--- src/rtl/subq_pkg.sv ---
package subq_pkg;
  localparam int CRC_W = 16;

  // one serial step of a left-shifting CRC
  function automatic logic [CRC_W-1:0] crc_step(input logic [CRC_W-1:0] cur,
                                                input logic din,
                                                input logic [CRC_W-1:0] poly);
    logic fb;
    logic [CRC_W-1:0] nxt;
    fb  = cur[CRC_W-1] ^ din;
    nxt = {cur[CRC_W-2:0], 1'b0};
    if (fb) nxt = nxt ^ poly;
    return nxt;
  endfunction
endpackage

--- src/rtl/subq_deframer.sv ---
module subq_deframer
  import subq_pkg::*;
#(
  parameter int               DATA_BITS  = 80,
  parameter logic [CRC_W-1:0] POLY       = 16'h1021,
  parameter int               ADDR_POS   = 4,
  parameter int               ADDR_W     = 4,
  parameter int               ADDR_MATCH = 1
) (
  input  logic                 clk,
  input  logic                 rst_n,
  input  logic                 in_valid,
  input  logic                 in_bit,
  input  logic                 in_sof,
  input  logic                 addr_free,
  output logic                 frame_pass,
  output logic [DATA_BITS-1:0] frame_data
);
  localparam int FRAME_BITS = DATA_BITS + CRC_W;
  localparam int CNT_W      = $clog2(FRAME_BITS + 1);
  localparam logic [CNT_W-1:0] CNT_DONE = CNT_W'(FRAME_BITS);
  localparam logic [CNT_W-1:0] CNT_DATA = CNT_W'(DATA_BITS);
  localparam logic [CNT_W-1:0] CNT_LAST = CNT_W'(FRAME_BITS - 1);
  localparam logic [CNT_W-1:0] CNT_ONE  = CNT_W'(1);

  logic [CNT_W-1:0]     cnt_q, pos;
  logic [DATA_BITS-1:0] data_q, data_d;
  logic [CRC_W-1:0]     crc_q, crc_base, crc_d;
  logic                 bad_q, bad_base, bad_d;
  logic                 accept;
  logic [ADDR_W-1:0]    addr_val;
  logic                 addr_ok;

  always_comb begin
    pos      = in_sof ? '0 : cnt_q;
    crc_base = in_sof ? '0 : crc_q;
    bad_base = in_sof ? 1'b0 : bad_q;
    accept   = in_valid && (pos != CNT_DONE);
    data_d   = data_q;
    crc_d    = crc_base;
    bad_d    = bad_base;
    if (pos < CNT_DATA) begin
      // first bit ends up at index 0 after DATA_BITS shifts
      data_d = {in_bit, data_q[DATA_BITS-1:1]};
      crc_d  = crc_step(crc_base, in_bit, POLY);
    end else begin
      // expected check bit is the inverted remainder MSB
      bad_d = bad_base | (in_bit == crc_base[CRC_W-1]);
      crc_d = {crc_base[CRC_W-2:0], 1'b0};
    end
  end

  always_ff @(posedge clk or negedge rst_n) begin
    if (!rst_n) begin
      cnt_q  <= CNT_DONE;
      data_q <= '0;
      crc_q  <= '0;
      bad_q  <= 1'b0;
    end else if (accept) begin
      cnt_q  <= pos + CNT_ONE;
      data_q <= data_d;
      crc_q  <= crc_d;
      bad_q  <= bad_d;
    end
  end

  // address field: lowest arriving bit is the most significant
  for (genvar g = 0; g < ADDR_W; g++) begin : g_addr
    assign addr_val[ADDR_W-1-g] = data_q[ADDR_POS+g];
  end

  assign addr_ok    = addr_free || (addr_val == ADDR_W'(ADDR_MATCH));
  assign frame_pass = accept && (pos == CNT_LAST) && !bad_d && addr_ok;
  assign frame_data = data_q;
endmodule

--- src/rtl/subq_edge_sync.sv ---
module subq_edge_sync #(
  parameter int STAGES = 2
) (
  input  logic clk,
  input  logic rst_n,
  input  logic din,
  output logic rise
);
  logic [STAGES-1:0] chain_q;
  logic              last_q;

  if (STAGES == 1) begin : g_one
    always_ff @(posedge clk or negedge rst_n) begin
      if (!rst_n) chain_q <= '0;
      else        chain_q <= din;
    end
  end else begin : g_many
    always_ff @(posedge clk or negedge rst_n) begin
      if (!rst_n) chain_q <= '0;
      else        chain_q <= {chain_q[STAGES-2:0], din};
    end
  end

  always_ff @(posedge clk or negedge rst_n) begin
    if (!rst_n) last_q <= 1'b0;
    else        last_q <= chain_q[STAGES-1];
  end

  assign rise = chain_q[STAGES-1] & ~last_q;
endmodule

--- src/rtl/subq_readout.sv ---
module subq_readout #(
  parameter int DATA_BITS   = 80,
  parameter int HOLD_CYCLES = 2800000
) (
  input  logic                               clk,
  input  logic                               rst_n,
  input  logic                               frame_pass,
  input  logic [DATA_BITS-1:0]               frame_data,
  input  logic                               rd_rise,
  input  logic                               release_i,
  output logic                               frame_rdy,
  output logic                               sq_dout,
  output logic                               locked,
  output logic [DATA_BITS-1:0]               hold_data,
  output logic [$clog2(DATA_BITS+1)-1:0]     rd_ptr
);
  localparam int PTR_W = $clog2(DATA_BITS + 1);
  localparam int TMR_W = $clog2(HOLD_CYCLES + 1);
  localparam logic [PTR_W-1:0] PTR_FULL = PTR_W'(DATA_BITS);
  localparam logic [PTR_W-1:0] PTR_ONE  = PTR_W'(1);
  localparam logic [TMR_W-1:0] TMR_LOAD = TMR_W'(HOLD_CYCLES);
  localparam logic [TMR_W-1:0] TMR_ONE  = TMR_W'(1);

  logic                 held_q, locked_q;
  logic [PTR_W-1:0]     ptr_q;
  logic [TMR_W-1:0]     tmr_q;
  logic [DATA_BITS-1:0] hold_q, shifted;

  always_ff @(posedge clk or negedge rst_n) begin
    if (!rst_n) begin
      held_q   <= 1'b0;
      locked_q <= 1'b0;
      ptr_q    <= '0;
      tmr_q    <= '0;
      hold_q   <= '0;
    end else if (release_i) begin
      held_q   <= 1'b0;
      locked_q <= 1'b0;
      ptr_q    <= '0;
      tmr_q    <= '0;
    end else if (frame_pass && !locked_q) begin
      hold_q   <= frame_data;
      held_q   <= 1'b1;
      ptr_q    <= '0;
      tmr_q    <= TMR_LOAD;
    end else if (held_q && rd_rise) begin
      locked_q <= 1'b1;
      if (ptr_q != PTR_FULL) ptr_q <= ptr_q + PTR_ONE;
    end else if (held_q && !locked_q) begin
      if (tmr_q == TMR_ONE) held_q <= 1'b0;
      tmr_q <= tmr_q - TMR_ONE;
    end
  end

  assign shifted   = hold_q >> ptr_q;
  assign sq_dout   = held_q & shifted[0];
  assign frame_rdy = held_q;
  assign locked    = locked_q;
  assign hold_data = hold_q;
  assign rd_ptr    = ptr_q;
endmodule

--- src/rtl/subq_capture.sv ---
module subq_capture
  import subq_pkg::*;
#(
  parameter int               DATA_BITS   = 80,
  parameter logic [CRC_W-1:0] CRC_POLY    = 16'h1021,
  parameter int               ADDR_POS    = 4,
  parameter int               ADDR_W      = 4,
  parameter int               ADDR_MATCH  = 1,
  parameter int               HOLD_CYCLES = 2800000,
  parameter int               SYNC_STAGES = 2
) (
  input  logic clk,
  input  logic rst_n,
  input  logic q_valid,
  input  logic q_bit,
  input  logic q_sof,
  input  logic addr_free,
  input  logic host_clk,
  input  logic host_release,
  output logic frame_rdy,
  output logic sq_dout
);
  localparam int PTR_W = $clog2(DATA_BITS + 1);

  logic                 frame_pass_w;
  logic [DATA_BITS-1:0] frame_data_w;
  logic                 rd_rise_w;
  logic                 locked_w;
  logic [DATA_BITS-1:0] hold_w;
  logic [PTR_W-1:0]     ptr_w;

  subq_deframer #(
    .DATA_BITS (DATA_BITS),
    .POLY      (CRC_POLY),
    .ADDR_POS  (ADDR_POS),
    .ADDR_W    (ADDR_W),
    .ADDR_MATCH(ADDR_MATCH)
  ) u_deframer (
    .clk       (clk),
    .rst_n     (rst_n),
    .in_valid  (q_valid),
    .in_bit    (q_bit),
    .in_sof    (q_sof),
    .addr_free (addr_free),
    .frame_pass(frame_pass_w),
    .frame_data(frame_data_w)
  );

  subq_edge_sync #(
    .STAGES(SYNC_STAGES)
  ) u_rdsync (
    .clk  (clk),
    .rst_n(rst_n),
    .din  (host_clk),
    .rise (rd_rise_w)
  );

  subq_readout #(
    .DATA_BITS  (DATA_BITS),
    .HOLD_CYCLES(HOLD_CYCLES)
  ) u_readout (
    .clk       (clk),
    .rst_n     (rst_n),
    .frame_pass(frame_pass_w),
    .frame_data(frame_data_w),
    .rd_rise   (rd_rise_w),
    .release_i (host_release),
    .frame_rdy (frame_rdy),
    .sq_dout   (sq_dout),
    .locked    (locked_w),
    .hold_data (hold_w),
    .rd_ptr    (ptr_w)
  );
endmodule

--- config.mk ---
export PLATFORM = sky130hd
export DESIGN_NAME = subq_capture
export DESIGN_NICKNAME = d
export VERILOG_FILES = /design/src/rtl/subq_pkg.sv /design/src/rtl/subq_deframer.sv /design/src/rtl/subq_edge_sync.sv /design/src/rtl/subq_readout.sv /design/src/rtl/subq_capture.sv
export SDC_FILE = /design/constraint.sdc
export NUM_CORES = 1
export LEC_CHECK = 0
export CAP_MARGIN = 20
export CELL_PAD_IN_SITES_DETAIL_PLACEMENT = 1
export CELL_PAD_IN_SITES_GLOBAL_PLACEMENT = 2
export CORE_MARGIN = 1.5
export CORE_UTILIZATION = 49
export DETAILED_ROUTE_END_ITERATION = 16
export PLACE_DENSITY_LB_ADDON = 0.1
export SLEW_MARGIN = 25
export SYNTH_ARGS = -nofsm -noshare
export SYNTH_HDL_FRONTEND = slang
export SYNTH_SLANG_ARGS = --single-unit
export TNS_END_PERCENT = 50
--- constraint.sdc ---
create_clock -name clk -period 7.45 [get_ports clk]
set_clock_uncertainty 0.2 [all_clocks]
set_input_delay 1.49 -clock clk [delete_from_list [all_inputs] [get_ports clk]]
set_output_delay 1.49 -clock clk [all_outputs]
set_load 0.02 [all_outputs]
== Yosys cells after proc, flatten, opt, wreduce, memory -nomap -nowiden ==
Index checks and enable logic that the tools add are counted.
Cells by class
  add/sub/neg operators: 3
  reductions and logical operators: 21
  multipliers: 0
  equal/unequal tests: 8
  shift-type cells: 1
  magnitude comparators: 1
  mux-type cells: 22
  divide/modulo/power cells: 0
  bitwise operators: 7
Operator list (number)
  $mux W22: 4
  $shr A80 B7 Y1: 1
  $mux W7: 5
  $mux W13: 2
  $eq A22 B1 Y1 const B: 1
  $sub A22 B1 Y22 const B: 1
  $mux W16: 1
  $add A7 B1 Y7 const B: 2
  $ne A7 B7 Y1 const B: 2
  $reduce_bool A3 Y1: 4
  $mux W1: 10
  $reduce_and A2 Y1: 5
  $eq A7 B7 Y1 const B: 1
  $logic_and A1 B1 Y1: 7
  $lt A7 B7 Y1 const B: 1
  $eq A4 B1 Y1 const B: 1
  $ne A3 B2 Y1 const B: 1
  $not A3 Y3: 1
  $reduce_and A3 Y1: 1
  $and A1 B1 Y1: 2
  $logic_not A1 Y1: 2
  $ne A2 B2 Y1 const B: 1
  $not A1 Y1: 2
  $reduce_bool A2 Y1: 1
  other kinds (4): 4
Storage, ports and cells
  register bits: 218
  output and inout bits: 2
  ROM bits: 0
  memories: 0
  bits in writable memories: 0
  bits in latches: 0
  input port bits: 8

== Longest topological paths before layout ==
Gate-level depths: netlist of the first run.
  word-level depth: 10
  depth in mapped cells: 10

== By module ==
Synthesis of the first run repeated with hierarchy kept, for this count alone.
Second synthesis, totals
  cells, all modules: 685
  area, all modules: 9522.9 um2
Modules (own cells, without submodules)
  subq_readout: instances 1, area each 5206.2 um2, cells an instance 381
  subq_deframer: instances 1, area each 4227.8 um2, cells an instance 300
  subq_edge_sync: instances 1, area each 88.8 um2, cells an instance 4

== Worst setup path after synthesis of the first run ==
No wires, ideal clock.
  path type: input -> register
  start point: input q_sof
  end point: register u_readout.hold_q[0], in the netlist u_readout.hold_data[0]
  data arrival time: 3.572 ns
  buffers on the path: 3
  setup time: 0.127 ns
  cell stages on the path: 10
  setup slack: 3.550 ns
  cell sequence: buf_2 -> clkbuf_1 -> nor2b_1 -> ha_1 -> nand3b_1 -> nor4b_1 -> o2111ai_2 -> nor2_4 -> buf_6 -> mux2_1
Between the ends
  cells in the longest elaborated chain, start to end: 9
Ends and longest elaborated chain
  start, declared: RTL line subq_capture.sv:16  | input logic q_sof,
  branches (longest 5 deep; another with $lt A7 B7 Y1)
  $logic_and A1 B1 Y1 (*) (2 in series): RTL line subq_deframer.sv:73  | assign frame_pass = accept && (pos == CNT_LAST) && !bad_d && addr_ok;
  $logic_and A1 B1 Y1 (*): RTL line subq_readout.sv:41  | end else if (frame_pass && !locked_q) begin
  $reduce_and A2 Y1 (no source line) (*)
  end signal, assigned: RTL line subq_readout.sv:42  | hold_q <= frame_data;
  end, declared: RTL line subq_readout.sv:27  | logic [DATA_BITS-1:0] hold_q, shifted;
Every way passes the cells marked *.
A chain may end at the register's enable or synchronous reset.

== Final worst setup path of the first run ==
  start point: register u_readout.ptr_q[0], in the netlist u_readout.rd_ptr[0]
  end point: output sq_dout
Between the ends
  cells in the longest elaborated chain, start to end: 2
Ends and longest elaborated chain
  start, declared: RTL line subq_readout.sv:25  | logic [PTR_W-1:0] ptr_q;
  start signal, assigned: RTL line subq_readout.sv:48  | if (ptr_q != PTR_FULL) ptr_q <= ptr_q + PTR_ONE;
  $shr A80 B7 Y1: RTL line subq_readout.sv:55  | assign shifted = hold_q >> ptr_q;
  $and A1 B1 Y1: RTL line subq_readout.sv:56  | assign sq_dout = held_q & shifted[0];
  end, declared: RTL line subq_capture.sv:21  | output logic sq_dout
Every way passes these cells.

==> results of run 1 <==
==> cell families after synthesis <==
family / count (synthesis) / share of synthesized area (%)
XOR/XNOR: 30 / 2.74
adder cells (fa/ha/maj): 5 / 0.653
AND/OR/NAND/NOR: 172 / 8.86
buffers and inverters: 46 / 2.58
AO/OA/AOI/OAI: 57 / 4.03
flip-flops: 218 / 56.9
multiplexers: 188 / 24.2
==> layer usage <==
layer | share of wire [%] | up-vias
met4 | 2.1 | 0
li1 | - | 2553
met5 | 0 | -
met2 | 48 | 41
met1 | 48 | 2817
met3 | 2.2 | 29
==> area by class of cell <==
class	instances	share of cell area, %
timing repair buffer	15	1.43
multi-input combinational	452	36.6
sequential	218	51.4
tap	260	3.06
clock inverter	5	0.236
clock buffer	38	6.92
inverter	10	0.353
==> critical path, delay by kind of cell (launching register included) <==
kind	cells	cell delay (ps)
compound gates	2	340
buf+inv	2	1010
flops	1	870
mux	2	1070
==> metrics by stage <==
step	hold slack [ps]	total power (W)	cells	area, um^2
2_1_floorplan	131	0.00144	716	9590
3_3_place_gp	138	0.00150	955	9850
3_5_place_dp	140	0.00152	955	9850
4_1_cts	155	0.00266	998	10600
5_1_grt	157	0.00273	998	10600
6_report	150	0.00261	998	10600
==> worst min-delay path by stage <==
| stage | from | endpoint | slack (ps) | cells past startpoint |
|---|---|---|---|---|
| after global placement | u_rdsync.chain_q[0] | u_rdsync.chain_q[1] | 140 | 0 |
| after floorplan | u_rdsync.chain_q[0] | u_rdsync.chain_q[1] | 130 | 0 |
| after global routing | u_rdsync.chain_q[0] | u_rdsync.chain_q[1] | 160 | 0 |
| after detailed placement | u_rdsync.chain_q[0] | u_rdsync.chain_q[1] | 140 | 0 |
| final | u_rdsync.chain_q[0] | u_rdsync.chain_q[1] | 150 | 0 |
| after CTS | u_rdsync.chain_q[0] | u_rdsync.chain_q[1] | 150 | 0 |
==> report_power, final <==
part	leakage [nW]	switching (W)	internal, W	total (W)
Sequential	2.97	0.0000630	0.00127	0.00133
Clock	0.379	0.000452	0.000672	0.00112
Combinational	1.75	0.0000847	0.0000704	0.000155
Total	5.10	0.000600	0.00201	0.00261
==> sequential cells by signal, indices dropped and copies added (netlist names) <==
register / flops
u_readout.frame_rdy: 1
u_readout.tmr_q: 22
u_readout.hold_data: 80
u_deframer.bad_q: 1
u_deframer.frame_data: 80
u_deframer.crc_q: 16
u_readout.rd_ptr: 7
u_deframer.cnt_q: 7
u_readout.locked: 1
u_rdsync.last_q: 1
u_rdsync.chain_q: 2
==> layout by cell type, fill, tap and decap left out, types with 7 or more instances in the layout <==
cell type / netlist / layout
clkdlybuf4s50_1: 0 / 8
xnor2_1: 27 / 27
nor2b_1: 8 / 8
a21oi_1: 18 / 18
clkbuf_16: 0 / 25
nor4_1: 7 / 7
nand2_1: 51 / 51
mux2_1: 160 / 160
nand3_1: 8 / 8
o21ai_0: 17 / 17
mux4_2: 18 / 18
nor2_1: 43 / 42
inv_1: 10 / 10
nor3_1: 15 / 15
mux2_2: 9 / 9
clkbuf_1: 16 / 7
dfrtp_1: 216 / 216
==> metrics.cfg, run 1 <==
[clock_tree]
postCtsSetupBuffers=0
cts_max_path_buffers=3
hold_buffers=0
worstSkewPairLatency_ps=500
cts_resized=0
htree_levels=1
clockRootBuffer=clkbuf_16
cts.sinks=218
cts_tree=done
cts_buffers=24
clkTransAtPathRegs_ps=60

[cells_and_area]
final_nets=734
post-route-util_pct=56.0
multi_input_area_um2=3890
regArea_um2=5460
drive_above_1_share_pct=11.1
n_antenna_cell=0
n_fill_cell=1857
area_growth_syn_to_layout_pct=10.8

[setup_path]
crit_fanout=15
required_ps=5760
critPathKind=register to output port
max_stage_delay_ps=870
crit_path_end=sq_dout
reg2reg_depth=8
cp_slowest_cell=dfrtp_1
r2r-start=u_deframer.cnt_q[0]
crit_path_end_kind=output port
r2r-end=u_readout.hold_data[26]
startpoint=u_readout.rd_ptr[0]
crit_path_frequent_cell=mux4_2
r2r_setup_slack_ps=4370
cp.arrival_ps=3800
cp_cell_sequence=buf_4 -> mux4_2 -> mux4_2 -> o21ai_0 -> o2111ai_1 -> clkdlybuf4s50_1
start_kind=register

[synthesis]
synthDominantCellAreaShare_pct=56.4
syn-num-nets=729
synth_top_area_cell=dfrtp_1
ys_warn_count=0
synth.most_common_cell=dfrtp_1
synth_cell_types=49
syn_area_um2=9590
synth_cells=716
synthArstFlopShare_pct=100
synth_edf_count=0
synth_common_cells=dfrtp_1, mux2_1, nand2_1
synth_flop_cell=dfrtp_1
seq_area_frac_synth_pct=56.9
syn_area_per_cell_um2=13.4
netlist_top_cells_area=dfrtp_1, mux2_1, mux4_2, xnor2_1, nand2_1
ys_seq_elements=218

[floorplan]
start_util_pct=50.6
dieHeight_um=143
ios=10
fp.dieW_um=143
fp-row-count=50
core_um2=19000
die-area_um2=20400

[global_routing]
antenna_found_initial=0
grt_max_degree=82
grt_pass1_vias=6043
track_usage_pct=19.2
grt_pass1_wl_um=31200
grt_busiest_layer=met2
met1_usage_pct=26.7
overflow=0
met2_usage_pct=31.6
use_met3_pct=2.88

[sta]
setup_tns_ps=0
postLayoutSetupSlackWorst_ps=1960
fin_crit_ps=5490
rsz0062_at_grt=no
fmax_mhz=182
drv_slew=0
worst-slew-pin-transition_ps=902
hold_viol=0
setup_viol=0
timing.slew.headroom_pct=39.8
finalCritPeriodShare_pct=73.7

[detailed_routing]
antenna_left=0
vias=5440
drt_first_pass_iters=4
drtIter0Drc=171
avgRoutedWirePerCell_um=18.1
drc=0
vias_per_cell=5.45
drt-total-wl_um=18000

[flow_run]
drv_cap=0

[placement]
pre_cts_ws_ps=2070
place_hpwl_um=11400
io_buffers=9
gp_congestion=0.752

[hold_path]
worstHoldPathType=register to register

[outcome]
status=completed

[power]
peakVddDrop_v=0.000163
leakagePower_nw=5.10
cellPowerDensity_nw_per_um2=246

No activity file was read; power rests on OpenSTA's default activity.
==> inputs of run 2 (changes only) <==
--- a/config.mk
+++ b/config.mk
@@ -9,7 +9,7 @@
 export CELL_PAD_IN_SITES_DETAIL_PLACEMENT = 1
 export CELL_PAD_IN_SITES_GLOBAL_PLACEMENT = 2
 export CORE_MARGIN = 1.5
-export CORE_UTILIZATION = 49
+export CORE_UTILIZATION = 41
 export DETAILED_ROUTE_END_ITERATION = 16
 export PLACE_DENSITY_LB_ADDON = 0.1
 export SLEW_MARGIN = 25
==> constraint.sdc (replaced) <==
create_clock -name clk -period 4.83 [get_ports clk]
set_clock_uncertainty 0.2 [all_clocks]
set_input_delay 0.966 -clock clk [delete_from_list [all_inputs] [get_ports clk]]
set_output_delay 0.966 -clock clk [all_outputs]
set_load 0.02 [all_outputs]
==> run 2 against run 1 <==
Net effect: cell count grew 5.6%; clock power grew 54%; sequential share of layout area shrank 0.39 points; flip-flop and latch count is the same; worst hold slack gained 8.0 ps; largest cell class unchanged.
==> metrics.cfg, run 2 (synthesis results as in run 1) <==
[clock_tree]
cts_max_path_buffers=3  ; unchanged
clkTransAtPathRegs_ps=60  ; about the same
cts_buffers=25  ; +4.2%
cts.sinks=218  ; unchanged
clockRootBuffer=clkbuf_16
cts_resized=0  ; unchanged
cts_tree=done
postCtsSetupBuffers=0  ; unchanged
hold_buffers=0  ; unchanged
worstSkewPairLatency_ps=530  ; +30 ps
htree_levels=1  ; unchanged

[power]
peakVddDrop_v=0.000240  ; +47%
leakagePower_nw=5.10  ; about the same
cellPowerDensity_nw_per_um2=377  ; +53%
p_seq_share_pct=51.1  ; about the same
intPower_w=0.00307  ; +53%
switching_share_pct=23.7  ; +0.78 points
combPwrFrac_pct=6.0  ; about the same
p_sw_w=0.000956  ; +59%
clockPowerShare_pct=42.9  ; about the same

[setup_path]
crit_path_end=sq_dout
r2r_setup_slack_ps=1910  ; -2460 ps
critPathKind=register to output port
cp.arrival_ps=3300  ; -500 ps
required_ps=3660  ; -2100 ps
crit_fanout=11  ; -4
r2r-start=u_deframer.cnt_q[5]
reg2reg_depth=5  ; -3
start_kind=register
startpoint=u_readout.rd_ptr[0]
r2r-end=u_readout.tmr_q[1]
crit_path_end_kind=output port

[sta]
drv_slew=0  ; unchanged
whs_ps=158  ; +8.00 ps
fmax_mhz=224
fin_crit_ps=4460
finalCritPeriodShare_pct=92.4
hold_viol=0  ; unchanged
rsz0062_at_grt=no
worst-slew-pin-transition_ps=943  ; +40.8 ps
setup_viol=0  ; unchanged
setup_tns_ps=0  ; unchanged
timing.slew.headroom_pct=37.1  ; -2.7 points
postLayoutSetupSlackWorst_ps=369  ; -1590 ps

[cells_and_area]
layout_common_cells=dfrtp_1, mux2_1, nand2_1
post-route-util_pct=47.0  ; -9.0 points
stdcell_count=1054  ; +5.6%
area_growth_syn_to_layout_pct=11.6
final_nets=737  ; +0.41%
layout.cells.most_common=dfrtp_1
drive_above_1_share_pct=11.1  ; -0.045 points
n_antenna_cell=0  ; unchanged

[global_routing]
antenna_found_initial=0  ; unchanged
overflow=0  ; unchanged
track_usage_pct=16.5  ; -2.6 points
grt_max_degree=91  ; +11%
grt_pass1_vias=6230  ; +3.1%
grt_pass1_wl_um=32400  ; +3.8%

[floorplan]
core_um2=22800  ; +20%
fp-row-count=55  ; +10%
start_util_pct=42.1  ; -8.5 points
fp.dieW_um=156  ; +9.1%
die-area_um2=24300  ; +19%
dieHeight_um=156  ; +9.1%
ios=10  ; unchanged

[placement]
place_hpwl_um=11800  ; +3.1%
io_buffers=9  ; unchanged
place_inst=1010  ; +5.8%
gp_congestion=0.713  ; -5.1%
pre_cts_ws_ps=786  ; -1280 ps

[detailed_routing]
drt-total-wl_um=18500  ; +2.4%
drc=0  ; unchanged
vias=5582  ; +2.6%
drtIter0Drc=212  ; +24%
antenna_left=0  ; unchanged
avgRoutedWirePerCell_um=17.5  ; -3.1%
vias_per_cell=5.30  ; -2.8%
drt_first_pass_iters=4  ; unchanged

[outcome]
status=completed

[hold_path]
worstHoldPathType=register to register

[flow_run]
drv_cap=0  ; unchanged

run 2: cell types whose count changed in the layout (fill, tap and decap cells not counted):
| cell | previous run | this run |
|---|---|---|
| clkinv_4 | 0 | 1 |
| buf_6 | 3 | 1 |
| buf_12 | 0 | 2 |
| clkbuf_1 | 7 | 10 |
| buf_4 | 3 | 5 |
| clkbuf_8 | 6 | 3 |
| clkinv_2 | 5 | 4 |
| inv_6 | 0 | 1 |
run 2: layout make-up:
cell class                 count  area, um^2
fill                        2305       12100
sequential                   218        5460
clock inverter                 6        37.5
timing repair buffer          17         184
inverter                      10        37.5
multi-input combinational    452        3890
clock buffer                  38         704
tap                          313         392
run 2: power groups by stage:
stage	registers (W)	clock network (W)	logic [W]
5_1_grt	0.00209	0.00186	0.000275
6_report	0.00206	0.00173	0.000241
3_3_place_gp	0.00208	0	0.000234
2_1_floorplan	0.00206	0	0.000168
3_5_place_dp	0.00209	0	0.000251
4_1_cts	0.00206	0.00179	0.000252
run 2: how the worst min path moves through the flow:
stage / from / endpoint / slack [ps] / cells after the start
detailed placement: u_rdsync.chain_q[0] / u_rdsync.chain_q[1] / 140 / 0
floorplan: u_rdsync.chain_q[0] / u_rdsync.chain_q[1] / 130 / 0
global placement: u_rdsync.chain_q[0] / u_rdsync.chain_q[1] / 140 / 0
finish: u_rdsync.chain_q[0] / u_rdsync.chain_q[1] / 160 / 0
CTS: u_rdsync.chain_q[0] / u_rdsync.chain_q[1] / 160 / 0
global route: u_rdsync.chain_q[0] / u_rdsync.chain_q[1] / 160 / 0
run 2: per-layer routing:
| layer | GRT usage, % | wire (um) |
|---|---|---|
| met1 | 21.9 | 8650 |
| met3 | 2.39 | 424 |
| met2 | 28.2 | 8910 |
| met5 | 0 | 0 |
| met4 | 4.99 | 464 |
run 2: worst max-delay path, cell delays in order (launching register included):
cell and delay (ps):
dfrtp_1 760, mux4_2 590, mux4_2 500, o21ai_0 180
o2111ai_1 160, clkdlybuf4s50_1 580
run 2: stage by stage:
| step | cell area [um^2] | total power [W] |
|---|---|---|
| detailed placement | 9950 | 0.00235 |
| global route | 10700 | 0.00422 |
| finish | 10700 | 0.00403 |
| CTS | 10700 | 0.00410 |
| floorplan | 9590 | 0.00222 |
| global placement | 9950 | 0.00232 |
==> inputs of run 3 (changes only) <==
--- a/config.mk
+++ b/config.mk
@@ -5,7 +5,7 @@
 export SDC_FILE = /design/constraint.sdc
 export NUM_CORES = 1
 export LEC_CHECK = 0
-export CAP_MARGIN = 20
+export CAP_MARGIN = 10
 export CELL_PAD_IN_SITES_DETAIL_PLACEMENT = 1
 export CELL_PAD_IN_SITES_GLOBAL_PLACEMENT = 2
 export CORE_MARGIN = 1.5
==> results of run 3 <==
Same layout as run 2: the final DEF is identical, and so are final timing and power.
